### config.mk
export PLATFORM = sky130hd
export DESIGN_NAME = tc8_wavegen
export DESIGN_NICKNAME = d
export VERILOG_FILES = /design/src/rtl/tc8_pkg.sv /design/src/rtl/tc8_prescale.sv /design/src/rtl/tc8_counter.sv /design/src/rtl/tc8_wave.sv /design/src/rtl/tc8_wavegen.sv
export SDC_FILE = /design/constraint.sdc
export NUM_CORES = 1
export LEC_CHECK = 0
export BUFFER_PORTS_ARGS = -buffer_cell sky130_fd_sc_hd__buf_2
export CELL_PAD_IN_SITES_DETAIL_PLACEMENT = 1
export CELL_PAD_IN_SITES_GLOBAL_PLACEMENT = 1
export CORE_MARGIN = 2
export CORE_UTILIZATION = 45
export DETAILED_ROUTE_END_ITERATION = 8
export GPL_TIMING_DRIVEN = 0
export PLACE_DENSITY = 0.9
export SKIP_CTS_REPAIR_TIMING = 1
export SYNTH_ARGS = -nofsm -noshare
export SYNTH_HDL_FRONTEND = slang
export SYNTH_SLANG_ARGS = --single-unit
### constraint.sdc
create_clock -name clk -period 2.8 [get_ports clk]
set_input_delay 0.42 -clock clk [delete_from_list [all_inputs] [get_ports clk]]
set_output_delay 0.42 -clock clk [all_outputs]
set_load 0.02 [all_outputs]
### src/rtl/tc8_pkg.sv
package tc8_pkg;
   typedef enum logic [1:0] {
      MODE_FREE  = 2'b00,
      MODE_DUAL  = 2'b01,
      MODE_CTC   = 2'b10,
      MODE_SINGLE = 2'b11
   } tc_mode_e;

   typedef enum logic [1:0] {
      PIN_OFF    = 2'b00,
      PIN_TOGGLE = 2'b01,
      PIN_LOW    = 2'b10,
      PIN_HIGH   = 2'b11
   } tc_pin_e;

   localparam logic [1:0] RA_CTRL = 2'd0;
   localparam logic [1:0] RA_CNT  = 2'd1;
   localparam logic [1:0] RA_CMP  = 2'd2;
   localparam logic [1:0] RA_FLAG = 2'd3;

   localparam int NUM_TAPS = 4;
endpackage

### src/rtl/tc8_prescale.sv
module tc8_prescale
   import tc8_pkg::*;
#(
   parameter int DIV_LOG [NUM_TAPS] = '{3, 6, 8, 10}
) (
   input  logic       clk,
   input  logic       rst_n,
   input  logic [2:0] sel,
   output logic       tick
);
   localparam int PRE_W = DIV_LOG[NUM_TAPS-1];

   if (DIV_LOG[0] < 1) begin : g_bad_first
      $error("tc8_prescale: first divider exponent must be at least 1");
   end
   for (genvar g = 1; g < NUM_TAPS; g++) begin : g_order
      if (DIV_LOG[g] <= DIV_LOG[g-1]) begin : g_bad
         $error("tc8_prescale: divider exponents must rise strictly");
      end
   end

   logic [PRE_W-1:0]  div_q;
   logic [NUM_TAPS:0] tap_hit;
   logic              run;

   assign run = (sel != 3'd0) && (sel <= 3'd5);

   always_ff @(posedge clk) begin
      if (!rst_n)      div_q <= '0;
      else if (!run)   div_q <= '0;
      else             div_q <= div_q + 1'b1;
   end

   assign tap_hit[0] = 1'b1;
   for (genvar g = 0; g < NUM_TAPS; g++) begin : g_tap
      assign tap_hit[g+1] = &div_q[DIV_LOG[g]-1:0];
   end

   always_comb begin
      tick = 1'b0;
      if (run) tick = tap_hit[sel - 3'd1];
   end
endmodule

### src/rtl/tc8_counter.sv
module tc8_counter
   import tc8_pkg::*;
#(
   parameter int CNT_W = 8
) (
   input  logic             clk,
   input  logic             rst_n,
   input  logic             tick,
   input  tc_mode_e         mode,
   input  logic [CNT_W-1:0] cmp_val,
   input  logic             ld_en,
   input  logic [CNT_W-1:0] ld_val,
   output logic [CNT_W-1:0] cnt_q,
   output logic             dir_up,
   output logic             match,
   output logic             wrap_evt,
   output logic             peak_evt
);
   localparam logic [CNT_W-1:0] CNT_MAX = '1;

   logic step, at_max;

   assign step     = tick && !ld_en;
   assign at_max   = (cnt_q == CNT_MAX);
   assign match    = step && (cnt_q == cmp_val);
   assign wrap_evt = step && at_max && (mode == MODE_FREE || mode == MODE_SINGLE);
   assign peak_evt = step && at_max && dir_up && (mode == MODE_DUAL);

   always_ff @(posedge clk) begin
      if (!rst_n) begin
         cnt_q  <= '0;
         dir_up <= 1'b1;
      end else if (ld_en) begin
         cnt_q <= ld_val;
      end else if (tick) begin
         case (mode)
            MODE_CTC: begin
               cnt_q  <= (cnt_q == cmp_val) ? '0 : cnt_q + 1'b1;
               dir_up <= 1'b1;
            end
            MODE_DUAL: begin
               if (dir_up) begin
                  if (at_max) begin
                     dir_up <= 1'b0;
                     cnt_q  <= cnt_q - 1'b1;
                  end else begin
                     cnt_q  <= cnt_q + 1'b1;
                  end
               end else if (cnt_q == '0) begin
                  dir_up <= 1'b1;
                  cnt_q  <= cnt_q + 1'b1;
               end else begin
                  cnt_q  <= cnt_q - 1'b1;
               end
            end
            default: begin
               cnt_q  <= cnt_q + 1'b1;
               dir_up <= 1'b1;
            end
         endcase
      end
   end
endmodule

### src/rtl/tc8_wave.sv
module tc8_wave
   import tc8_pkg::*;
(
   input  logic     clk,
   input  logic     rst_n,
   input  tc_mode_e mode,
   input  tc_pin_e  pin_act,
   input  logic     force_s,
   input  tc_pin_e  force_act,
   input  logic     match,
   input  logic     dir_up,
   input  logic     wrap_evt,
   output logic     wave_q
);
   function automatic logic apply_act(tc_pin_e a, logic cur);
      case (a)
         PIN_TOGGLE: return !cur;
         PIN_LOW:    return 1'b0;
         PIN_HIGH:   return 1'b1;
         default:    return cur;
      endcase
   endfunction

   logic wave_d;

   always_comb begin
      wave_d = wave_q;
      if (force_s) begin
         wave_d = apply_act(force_act, wave_q);
      end else begin
         case (mode)
            MODE_SINGLE: begin
               if (wrap_evt) begin
                  if (pin_act == PIN_LOW)       wave_d = 1'b1;
                  else if (pin_act == PIN_HIGH) wave_d = 1'b0;
               end else if (match && pin_act != PIN_TOGGLE) begin
                  wave_d = apply_act(pin_act, wave_q);
               end
            end
            MODE_DUAL: begin
               if (match) begin
                  if (pin_act == PIN_LOW)       wave_d = !dir_up;
                  else if (pin_act == PIN_HIGH) wave_d = dir_up;
               end
            end
            default: begin
               if (match) wave_d = apply_act(pin_act, wave_q);
            end
         endcase
      end
   end

   always_ff @(posedge clk) begin
      if (!rst_n) wave_q <= 1'b0;
      else        wave_q <= wave_d;
   end
endmodule

### src/rtl/tc8_wavegen.sv
module tc8_wavegen
   import tc8_pkg::*;
#(
   parameter int CNT_W = 8,
   parameter int DIV_LOG [NUM_TAPS] = '{3, 6, 8, 10}
) (
   input  logic             clk,
   input  logic             rst_n,
   input  logic             bus_we,
   input  logic [1:0]       bus_addr,
   input  logic [CNT_W-1:0] bus_wdata,
   output logic [CNT_W-1:0] bus_rdata,
   output logic             wave_out
);
   if (CNT_W < 8 || CNT_W > 16) begin : g_bad_width
      $error("tc8_wavegen: CNT_W must lie in 8..16");
   end

   tc_mode_e         mode_q;
   tc_pin_e          pin_q;
   logic [2:0]       cs_q;
   logic [CNT_W-1:0] cmp_buf_q, cmp_act_q, cmp_eff;
   logic             cmp_flag_q, ovf_flag_q;

   logic             wr_ctrl, wr_cmp, wr_flag, cnt_ld;
   tc_mode_e         mode_new;
   logic             force_s;
   logic             tick, match, wrap_evt, peak_evt, dir_up, wave_q;
   logic [CNT_W-1:0] cnt_q;
   logic             pwm_mode, upd_pt;

   assign wr_ctrl  = bus_we && (bus_addr == RA_CTRL);
   assign cnt_ld   = bus_we && (bus_addr == RA_CNT);
   assign wr_cmp   = bus_we && (bus_addr == RA_CMP);
   assign wr_flag  = bus_we && (bus_addr == RA_FLAG);
   assign mode_new = tc_mode_e'({bus_wdata[3], bus_wdata[6]});
   assign force_s  = wr_ctrl && bus_wdata[7] && !mode_new[0];

   always_ff @(posedge clk) begin
      if (!rst_n) begin
         mode_q <= MODE_FREE;
         pin_q  <= PIN_OFF;
         cs_q   <= 3'd0;
      end else if (wr_ctrl) begin
         mode_q <= mode_new;
         pin_q  <= tc_pin_e'(bus_wdata[5:4]);
         cs_q   <= bus_wdata[2:0];
      end
   end

   assign pwm_mode = mode_q[0];
   assign upd_pt   = (mode_q == MODE_DUAL) ? peak_evt : wrap_evt;
   assign cmp_eff  = pwm_mode ? cmp_act_q : cmp_buf_q;

   always_ff @(posedge clk) begin
      if (!rst_n) begin
         cmp_buf_q <= '0;
         cmp_act_q <= '0;
      end else begin
         if (wr_cmp) cmp_buf_q <= bus_wdata;
         if (!pwm_mode || upd_pt) cmp_act_q <= cmp_buf_q;
      end
   end

   always_ff @(posedge clk) begin
      if (!rst_n) begin
         cmp_flag_q <= 1'b0;
         ovf_flag_q <= 1'b0;
      end else begin
         if (match)                     cmp_flag_q <= 1'b1;
         else if (wr_flag && bus_wdata[0]) cmp_flag_q <= 1'b0;
         if (wrap_evt)                  ovf_flag_q <= 1'b1;
         else if (wr_flag && bus_wdata[1]) ovf_flag_q <= 1'b0;
      end
   end

   tc8_prescale #(.DIV_LOG(DIV_LOG)) u_pre (
      .clk (clk),
      .rst_n (rst_n),
      .sel (cs_q),
      .tick (tick)
   );

   tc8_counter #(.CNT_W(CNT_W)) u_cnt (
      .clk      (clk),
      .rst_n    (rst_n),
      .tick     (tick),
      .mode     (mode_q),
      .cmp_val  (cmp_eff),
      .ld_en    (cnt_ld),
      .ld_val   (bus_wdata),
      .cnt_q    (cnt_q),
      .dir_up   (dir_up),
      .match    (match),
      .wrap_evt (wrap_evt),
      .peak_evt (peak_evt)
   );

   tc8_wave u_wave (
      .clk       (clk),
      .rst_n     (rst_n),
      .mode      (mode_q),
      .pin_act   (pin_q),
      .force_s   (force_s),
      .force_act (tc_pin_e'(bus_wdata[5:4])),
      .match     (match),
      .dir_up    (dir_up),
      .wrap_evt  (wrap_evt),
      .wave_q    (wave_q)
   );

   assign wave_out = (pin_q == PIN_OFF || (pwm_mode && pin_q == PIN_TOGGLE)) ? 1'b0 : wave_q;

   always_comb begin
      bus_rdata = '0;
      case (bus_addr)
         RA_CTRL: bus_rdata[7:0] = {1'b0, mode_q[0], pin_q, mode_q[1], cs_q};
         RA_CNT:  bus_rdata      = cnt_q;
         RA_CMP:  bus_rdata      = cmp_buf_q;
         default: bus_rdata[1:0] = {ovf_flag_q, cmp_flag_q};
      endcase
   end
endmodule

==> flow_results.org, run 1 <==
** Outcome
- Result of the run :: finished, final reports clean

** STA
- Largest clock skew in the final design :: 6.83 ps
- Final count of hold timing violations :: 0
- Clock period minus worst slack :: 2730 ps
- In the finished design, the share of the clock period the worst path needs comes to 0.976.
- Number of pins with negative max-slew slack in the final report :: 0
- Headroom to the max-slew limit came out at 0.552.
- Top achievable clock speed :: 366 MHz
- Transition at the pin with the smallest max-transition slack :: about 670 ps
- Number of setup violations in the final report :: 0
- Setup TNS :: 0 ps
- The tightest hold path in the finished design has a slack of 406 ps.

** Power
- Clock network fraction of design power :: 0.366
- Switching power share of the total :: 0.295
- Sequential share of power :: 0.465
- Of the total power, combinational logic draws 0.169.
- Peak ir drop on the vdd network :: 0.273 mV
- Summed over all cells, the static leakage comes to around 1.2 nW.
- The internal power of the cells totals 1.01 mW.
- Net switching power figure :: 0.424 mW
- In this run the power density over the cells is roughly 430 mW/mm².

** Drt
- The first detailed-routing pass ran for 4 iterations.
- Remaining DRCs :: 0
- The routed design has 9960 µm of wire.
- The detail route stage leaves a number of antenna-violating nets equal to 0.
- For this block, the via count after detailed routing is a little under 3000.
- Post-detailed-route via-to-cell ratio :: 6.08
- The first routing iteration left 241 violations.
- Dividing the detail-routed wire length by the instance count gives 20.6 µm.

** Logic synthesis
- Syn Std Cell Area :: 0.00302 mm²
- Sorting the synthesized cells by how often they occur yields sky130_fd_sc_hd__dfxtp_1, sky130_fd_sc_hd__nand2_1, sky130_fd_sc_hd__nor2_1.
- Area contributors post-synth :: sky130_fd_sc_hd__dfxtp_1, sky130_fd_sc_hd__mux2i_1, sky130_fd_sc_hd__nand2_1, sky130_fd_sc_hd__ha_1, sky130_fd_sc_hd__xnor2_1
- Summed over all instances, the cell type with the most area after synthesis is sky130_fd_sc_hd__dfxtp_1.
- Count of warnings emitted by yosys :: 0
- Of the post-synthesis cell area, the dominant cell type holds 0.298.
- Synthesis handed over a netlist of 377 instances.
- Synth Net Count :: 402
- For this run, the register share of the synthesized area comes to 0.298.
- By instance count, the leading cell after synthesis is sky130_fd_sc_hd__dfxtp_1.
- Fraction of registers with async set/reset :: 0
- Yosys mapped the design onto 57 distinct sky130hd cell types.
- Count of flip-flops with a built-in enable after synthesis :: 0
- The synthesized design contains 45 register bits.
- Among all flip-flop cells after synthesis, the most frequent one is sky130_fd_sc_hd__dfxtp_1.
- Synthesized area per cell :: 8.01 µm²

** Worst setup path
- Number of stages on the worst setup path :: 9
- Worst EP required :: 2990 ps
- Largest driver fanout on the critical path :: 5
- Dominant cell type by count on the critical path :: sky130_fd_sc_hd__mux2i_1
- Startpoint of the lowest-slack register-to-register path :: cs_q[1]
- Among cell families on the critical path, the largest total delay comes from compound AO/OA/AOI/OAI gates.
- Traced cell by cell, the critical path runs through inv_1 > ha_1 > o21ba_2 > mux2i_1 > o211ai_1 > nor3_2 > nor2_1 > o311ai_1 > mux2i_1.
- The worst register-to-register path has a setup slack of 70 ps.
- Tracing the worst setup path back leads to its startpoint at cs_q[1].
- Reg-to-reg critical path endpoint :: u_wave.wave_q
- The number of buffers and inverters on the critical path is 1.
- On the critical path, the stage with the largest delay is an instance of sky130_fd_sc_hd__nor3_2.
- Capturing element type of the critical path :: register
- Crit path to :: u_wave.wave_q
- At the worst endpoint, the arrival time is 2920 ps.
- Sort of element at the start of the critical path :: register
- The critical path is of the register to register type.
- CP peak stage delay :: 440 ps
- The worst register-to-register path has a depth of 9.

** CTS
- Number of levels in the clock H-tree :: 2
- After clock tree synthesis, the clock-pin slew on the worst setup and hold paths is approximately 100 ps.
- Clock Latency Late Sink :: 310 ps
- Counting along the longest clock path gives a buffer depth of 2.
- The tree is rooted in a sky130_fd_sc_hd__clkbuf_8.
- TritonCTS created 5 clock buffers.
- Counting every sink on the clock net gives 45.
- TritonCTS clock tree :: done

** Cells and area
- Total number of nets in the final design :: 430
- Antenna diodes :: 0
- In the final layout, the share of cells above drive strength 1 is 0.123.
- Number of inserted filler cells in the final layout :: 799
- Relative to the synthesized area, the layout overhead comes to 11.5%.

** Die
- FP Rows :: 29
- For this design the top-level I/O count stands at 22.
- The floorplan step defined a die boundary enclosing 0.00738 mm².
- The floorplan step set the die width to 85.9 µm.
- The initial utilization of the core area, before any placement, comes to 0.470.
- Placeable core area :: 0.00642 mm²
- Measured along the y axis, the die boundary spans 85.9 µm.

** GRT
- The number of global-route vias before repair is 3071.
- Number of antenna violations at the first check in global routing :: 0
- The first global-routing pass estimated 16300 µm of wire.
- The total overflow left after global routing is 0.
- Overall global routing resource usage :: 0.283
- Entering global routing, the biggest net connects 16 pins.

** Min path
- Worst hold path startpoint :: bus_wdata[2]
- Worst min-delay path class :: input pin to register

** Job
- Across the run, the number of max-cap violations was 0.

** Place
- Detailed placement finished with a half-perimeter wire length of 7260 µm.
- During placement, the flow inserted port buffers numbering 20.
- Routability-driven placement finished with a final weighted congestion of 0.838.
per-stage QoR:
step	utilization	cell area (µm²)	setup slack, ps	power, mW	instances
after floorplan	-	3020	664	0.839	377
after global placement	0.501	3220	196	0.899	474
after CTS	0.518	3330	-18.1	1.43	482
after global routing	0.524	3370	-36.3	1.49	483
after detailed placement	0.501	3220	58.0	0.915	474
final	0.524	3370	65.9	1.44	483
sequential cells by signal, summed over array words and instances, names as in the netlist:
| name | cells |
|---|---|
| u_pre.div_q | 10 |
| cmp_act_q | 8 |
| cmp_buf_q | 8 |
| u_cnt.cnt_q | 8 |
| cs_q | 3 |
| mode_q | 2 |
| pin_q | 2 |
| cmp_flag_q | 1 |
| ovf_flag_q | 1 |
| u_cnt.dir_up | 1 |
| u_wave.wave_q | 1 |
worst register-to-register path: stages, from the launching register on:
cell	delay [ps]
sky130_fd_sc_hd__dfxtp_1	350
sky130_fd_sc_hd__inv_1	140
sky130_fd_sc_hd__ha_1	180
sky130_fd_sc_hd__o21ba_2	160
sky130_fd_sc_hd__mux2i_1	400
sky130_fd_sc_hd__o211ai_1	400
sky130_fd_sc_hd__nor3_2	440
sky130_fd_sc_hd__nor2_1	90
sky130_fd_sc_hd__o311ai_1	320
sky130_fd_sc_hd__mux2i_1	140
power by group through the flow:
| stage | clock, mW | combinational [mW] | sequential (mW) |
|---|---|---|---|
| after floorplan | 0 | 0.162 | 0.677 |
| after global placement | 0 | 0.219 | 0.680 |
| after detailed placement | 0 | 0.233 | 0.682 |
| after CTS | 0.527 | 0.235 | 0.667 |
| after global routing | 0.554 | 0.263 | 0.670 |
| final | 0.526 | 0.243 | 0.668 |
routing by layer:
metal  global-route usage  share of wire  up-vias
met1                0.372           0.44     1463
met3               0.0385          0.042       23
met4               0.0895          0.025        0
li1                     -              -     1377
met2                0.481           0.49       76
met5                    0              0        -
worst min-delay path by stage:
stage | cells past startpoint | slack [ps] | endpoint
floorplan | 1 | 420 | u_pre.div_q[0]
finish | 3 | 410 | cmp_buf_q[2]
global placement | 1 | 430 | u_pre.div_q[0]
global route | 3 | 420 | cmp_buf_q[1]
CTS | 3 | 410 | cmp_buf_q[2]
detailed placement | 1 | 470 | u_pre.div_q[0]
cell families after synthesis:
logic type      after synthesis  synth area share
flops                        45             0.298
simple gates                156             0.261
xor+xnor                     23            0.0667
compound gates               77             0.168
fa+ha+maj                    12            0.0497
buf+inv                      33            0.0448
mux                          31             0.111
area by class of cell:
class | count | area (µm²) | area share
multi-input combinational | 299 | 2000 | 0.594
sequential | 45 | 902 | 0.268
timing repair buffer | 21 | 120 | 0.0357
tap | 77 | 96.3 | 0.0286
buffer | 22 | 95.1 | 0.0283
clock buffer | 5 | 68.8 | 0.0204
clock inverter | 3 | 43.8 | 0.0130
inverter | 11 | 41.3 | 0.0123
cells in the final DEF (no fill, tap or decap), drive strengths merged, types with 2 or more instances in the layout:
master and n:
buf 25, or3 2, a21boi 10, nand4 5, mux2i 29, a22oi 2, ha 12, o21a 4
nand2 42, a211oi 2, nor2 39, o21ai 23, inv 12, xor2 6, and3 5, xnor2 17
and2 2, nor3 11, mux4 2, a31oi 5, clkbuf 23, nand3 18, dfxtp 45, nor4 4
a21oi 19, nor2b 20
Note: power is estimated with default switching activity, not from simulation.
==> inputs of run 2 (changes only) <==
--- a/config.mk
+++ b/config.mk
@@ -8,10 +8,12 @@
 export BUFFER_PORTS_ARGS = -buffer_cell sky130_fd_sc_hd__buf_2
 export CELL_PAD_IN_SITES_DETAIL_PLACEMENT = 1
 export CELL_PAD_IN_SITES_GLOBAL_PLACEMENT = 1
+export CORE_ASPECT_RATIO = 0.7
 export CORE_MARGIN = 2
 export CORE_UTILIZATION = 45
 export DETAILED_ROUTE_END_ITERATION = 8
 export GPL_TIMING_DRIVEN = 0
+export MAX_ROUTING_LAYER = met4
 export PLACE_DENSITY = 0.9
 export SKIP_CTS_REPAIR_TIMING = 1
 export SYNTH_ARGS = -nofsm -noshare
==> flow_results.org, run 2 (synthesized netlist as in run 1, its figures left out) <==
** Die
- Initial Util :: 0.474 (was 0.470)
- The number of I/O pins was 22 (unchanged).
- Vertical die dimension :: 72.5 µm (was 85.9 µm)
- The floorplan die area came to 0.00739 mm² (was 0.00738 mm²).
- Die width :: 102 µm (was 85.9 µm)
- The placement row count is 24 (was 29).
- The placeable core region came to 0.00637 mm² (was 0.00642 mm²).

** STA
- Top achievable clock speed :: 378 MHz (was 366 MHz)
- The final-layout setup total negative slack came to 0 ps (unchanged).
- The fraction of the cycle the final worst path needs came to 0.944 (was 0.976).
- Number of pins with negative max-slew slack in the final report :: 0 (unchanged)
- The post-route minimum period was 2640 ps (was 2730 ps).
- Worst slew margin relative to its limit :: 0.588 (was 0.552)
- The final hold violation count is 0 (unchanged).
- The actual transition at the worst max-transition pin is 618 ps (was 669 ps).
- Worst hold margin :: 438 ps (was 406 ps)
- Setup repair after global routing could not meet its margin everywhere.
- Largest clock skew in the final design :: 8.00 ps (was 6.83 ps)
- The count of endpoints failing setup in the final report came to 0 (unchanged).

** GRT
- The first-pass GRT wire length was 15700 µm (was 16300 µm).
- The number of global-route vias before repair is 3013 (was 3071).
- Number of antenna violations at the first check in global routing :: 0 (unchanged)
- The maximum number of pins on one net before global-route repair is 14 (was 16).
- The total routing usage reported by global routing came to 0.285 (was 0.283).
- Global-route congestion overflow total :: 0 (unchanged)

** Drt
- Met2 routed wirelength :: 4260 µm (was 4890 µm)
- The detailed-route DRC error count was 0 (unchanged).
- The routed length on met1 came to 4440 µm (was 4400 µm).
- Wire length per cell after detailed routing :: 19.0 µm (was 20.6 µm)
- Length of routed met3 wiring :: 634 µm (was 422 µm)
- The residual antenna-violating net count after detailed routing is 0 (unchanged).
- Number of violations reported at the end of detailed-routing iteration 0 :: 209 (was 241)
- The total wirelength of the detailed-routed design came to 9450 µm (was 9960 µm).
- Post-detailed-route via-to-cell ratio :: 5.83 (was 6.08)
- The total number of vias is 2898 (was 2939).
- DR top layer :: met4 (unchanged)
- Count of TritonRoute iterations in the first routing pass :: 4 (unchanged)

** CTS
- TritonCTS clock tree :: done (unchanged)
- Number of buffers added by the clock tree synthesis step :: 5 (unchanged)
- Clock Latency Late Sink :: 310 ps (about the same)
- Maximum root-to-sink buffer count :: 2 (unchanged)
- The clock sink total is 45 (unchanged).
- The cell at the root of the clock tree is sky130_fd_sc_hd__clkbuf_8 (unchanged).
- The total number of H-tree levels was 2 (unchanged).
- The clock-pin transition on the worst setup and hold timing paths came to 90 ps (was 100 ps).

** Worst setup path
- The startpoint kind of the worst setup timing path is a register (unchanged).
- The critical path data required time came to 3000 ps (was 2990 ps).
- The kind of end point of the critical path is a register (unchanged).
- The highest net fanout along the worst path is 8 (was 5).
- Data arrival at the endpoint of the critical path :: 2840 ps (was 2920 ps)
- Type of the setup path with the least slack :: register to register (unchanged)

** Cells and area
- The layout cell share with drive strength beyond 1 was 0.118 (was 0.123).
- The relative area change from synthesis to final layout was 11.1% (was 11.5%).
- The final design utilization came to 0.527 (was 0.524).
- Total non-filler cell area in the finished layout :: 0.00335 mm² (was 0.00337 mm²)
- Commonest non-fill, non-tap cells in the layout: sky130_fd_sc_hd__dfxtp_1, sky130_fd_sc_hd__nand2_1, sky130_fd_sc_hd__nor2_1, sky130_fd_sc_hd__mux2i_1, sky130_fd_sc_hd__buf_2 (unchanged).
- The total area of multi-input combinational cells is 0.00199 mm² (was 0.00200 mm²).
- Storage cell area :: 901 µm² (was 902 µm²)
- The number of inserted diodes is 0 (unchanged).
- Most frequent standard cell in the layout excluding fill and tap cells :: sky130_fd_sc_hd__dfxtp_1 (unchanged)
- The register with the highest flop count was u_pre.div_q (unchanged).
- The flip-flop count of the largest register after layout came to 10 (unchanged).
- Total number of nets in the final design :: 430 (unchanged)
- Number of inserted filler cells in the final layout :: 811 (was 799)

** Outcome
- Result of the run :: finished, final reports clean (unchanged)

** Job
- The reported max-cap violation count came to 0 (unchanged).

** Place
- Number of buffer cells added on primary ports :: 20 (unchanged)
- The routability congestion estimate from global placement is 0.894 (was 0.838).
- Placed inst area :: 0.00323 mm² (was 0.00322 mm²)
- The final HPWL from detailed placement is 7260 µm (about the same).

** Power
- The largest voltage drop on the vdd net came to 0.200 mV (was 0.273 mV).
- Total power divided by cell area :: 407 mW/mm² (was 427 mW/mm²)
- The leakage power is 1.17 nW (was 1.20 nW).

** Min path
- The kind of path behind the tightest hold check is input pin to register (unchanged).
==> run 2: final cells by class <==
cell class                 instances  share of cell area
clock buffer                       7              0.0287
buffer                            22              0.0280
timing repair buffer              21              0.0321
inverter                          11              0.0123
sequential                        45               0.269
multi-input combinational        299               0.595
clock inverter                     1             0.00149
tap                               91              0.0340
==> run 2: power by group <==
group / switching (mW) / internal, mW
sequential: 0.0125 / 0.654
clock: 0.234 / 0.224
combinational: 0.151 / 0.0882
total: 0.397 / 0.966
==> run 2: metal layers <==
metal	up-vias	GRT usage
li1	1373	-
met1	1427	0.381
met2	81	0.443
met3	17	0.0636
met4	0	0.0667
met5	-	-
==> run 2: worst max-delay path: stages, from the launching register on <==
cell and delay, ps:
sky130_fd_sc_hd__dfxtp_1 470, sky130_fd_sc_hd__inv_1 130, sky130_fd_sc_hd__ha_1 370, sky130_fd_sc_hd__a31oi_1 170, sky130_fd_sc_hd__nor3_1 90, sky130_fd_sc_hd__o211ai_1 460
sky130_fd_sc_hd__nor2_4 130, sky130_fd_sc_hd__a21oi_4 400, sky130_fd_sc_hd__mux2i_1 250, sky130_fd_sc_hd__nor2b_1 60
==> run 2: metrics by stage <==
stage	instances	setup WS, ps	power (mW)
floorplan	377	664	0.839
global placement	488	158	0.903
detailed placement	488	74.6	0.914
CTS	496	45.3	1.36
global route	497	-1.79	1.42
finish	497	158	1.36
==> run 2: worst paths after layout <==
| kind | cells after the start | to | start | slack (ps) |
|---|---|---|---|---|
| worst min register to register | 1 | u_pre.div_q[0] | u_pre.div_q[0] | 450 |
| worst max register to register | 9 | cmp_act_q[6] | cs_q[0] | 160 |
| worst min-delay path | 3 | cmp_buf_q[7] | bus_wdata[7] | 440 |
| worst max-delay path | 9 | cmp_act_q[6] | cs_q[0] | 160 |
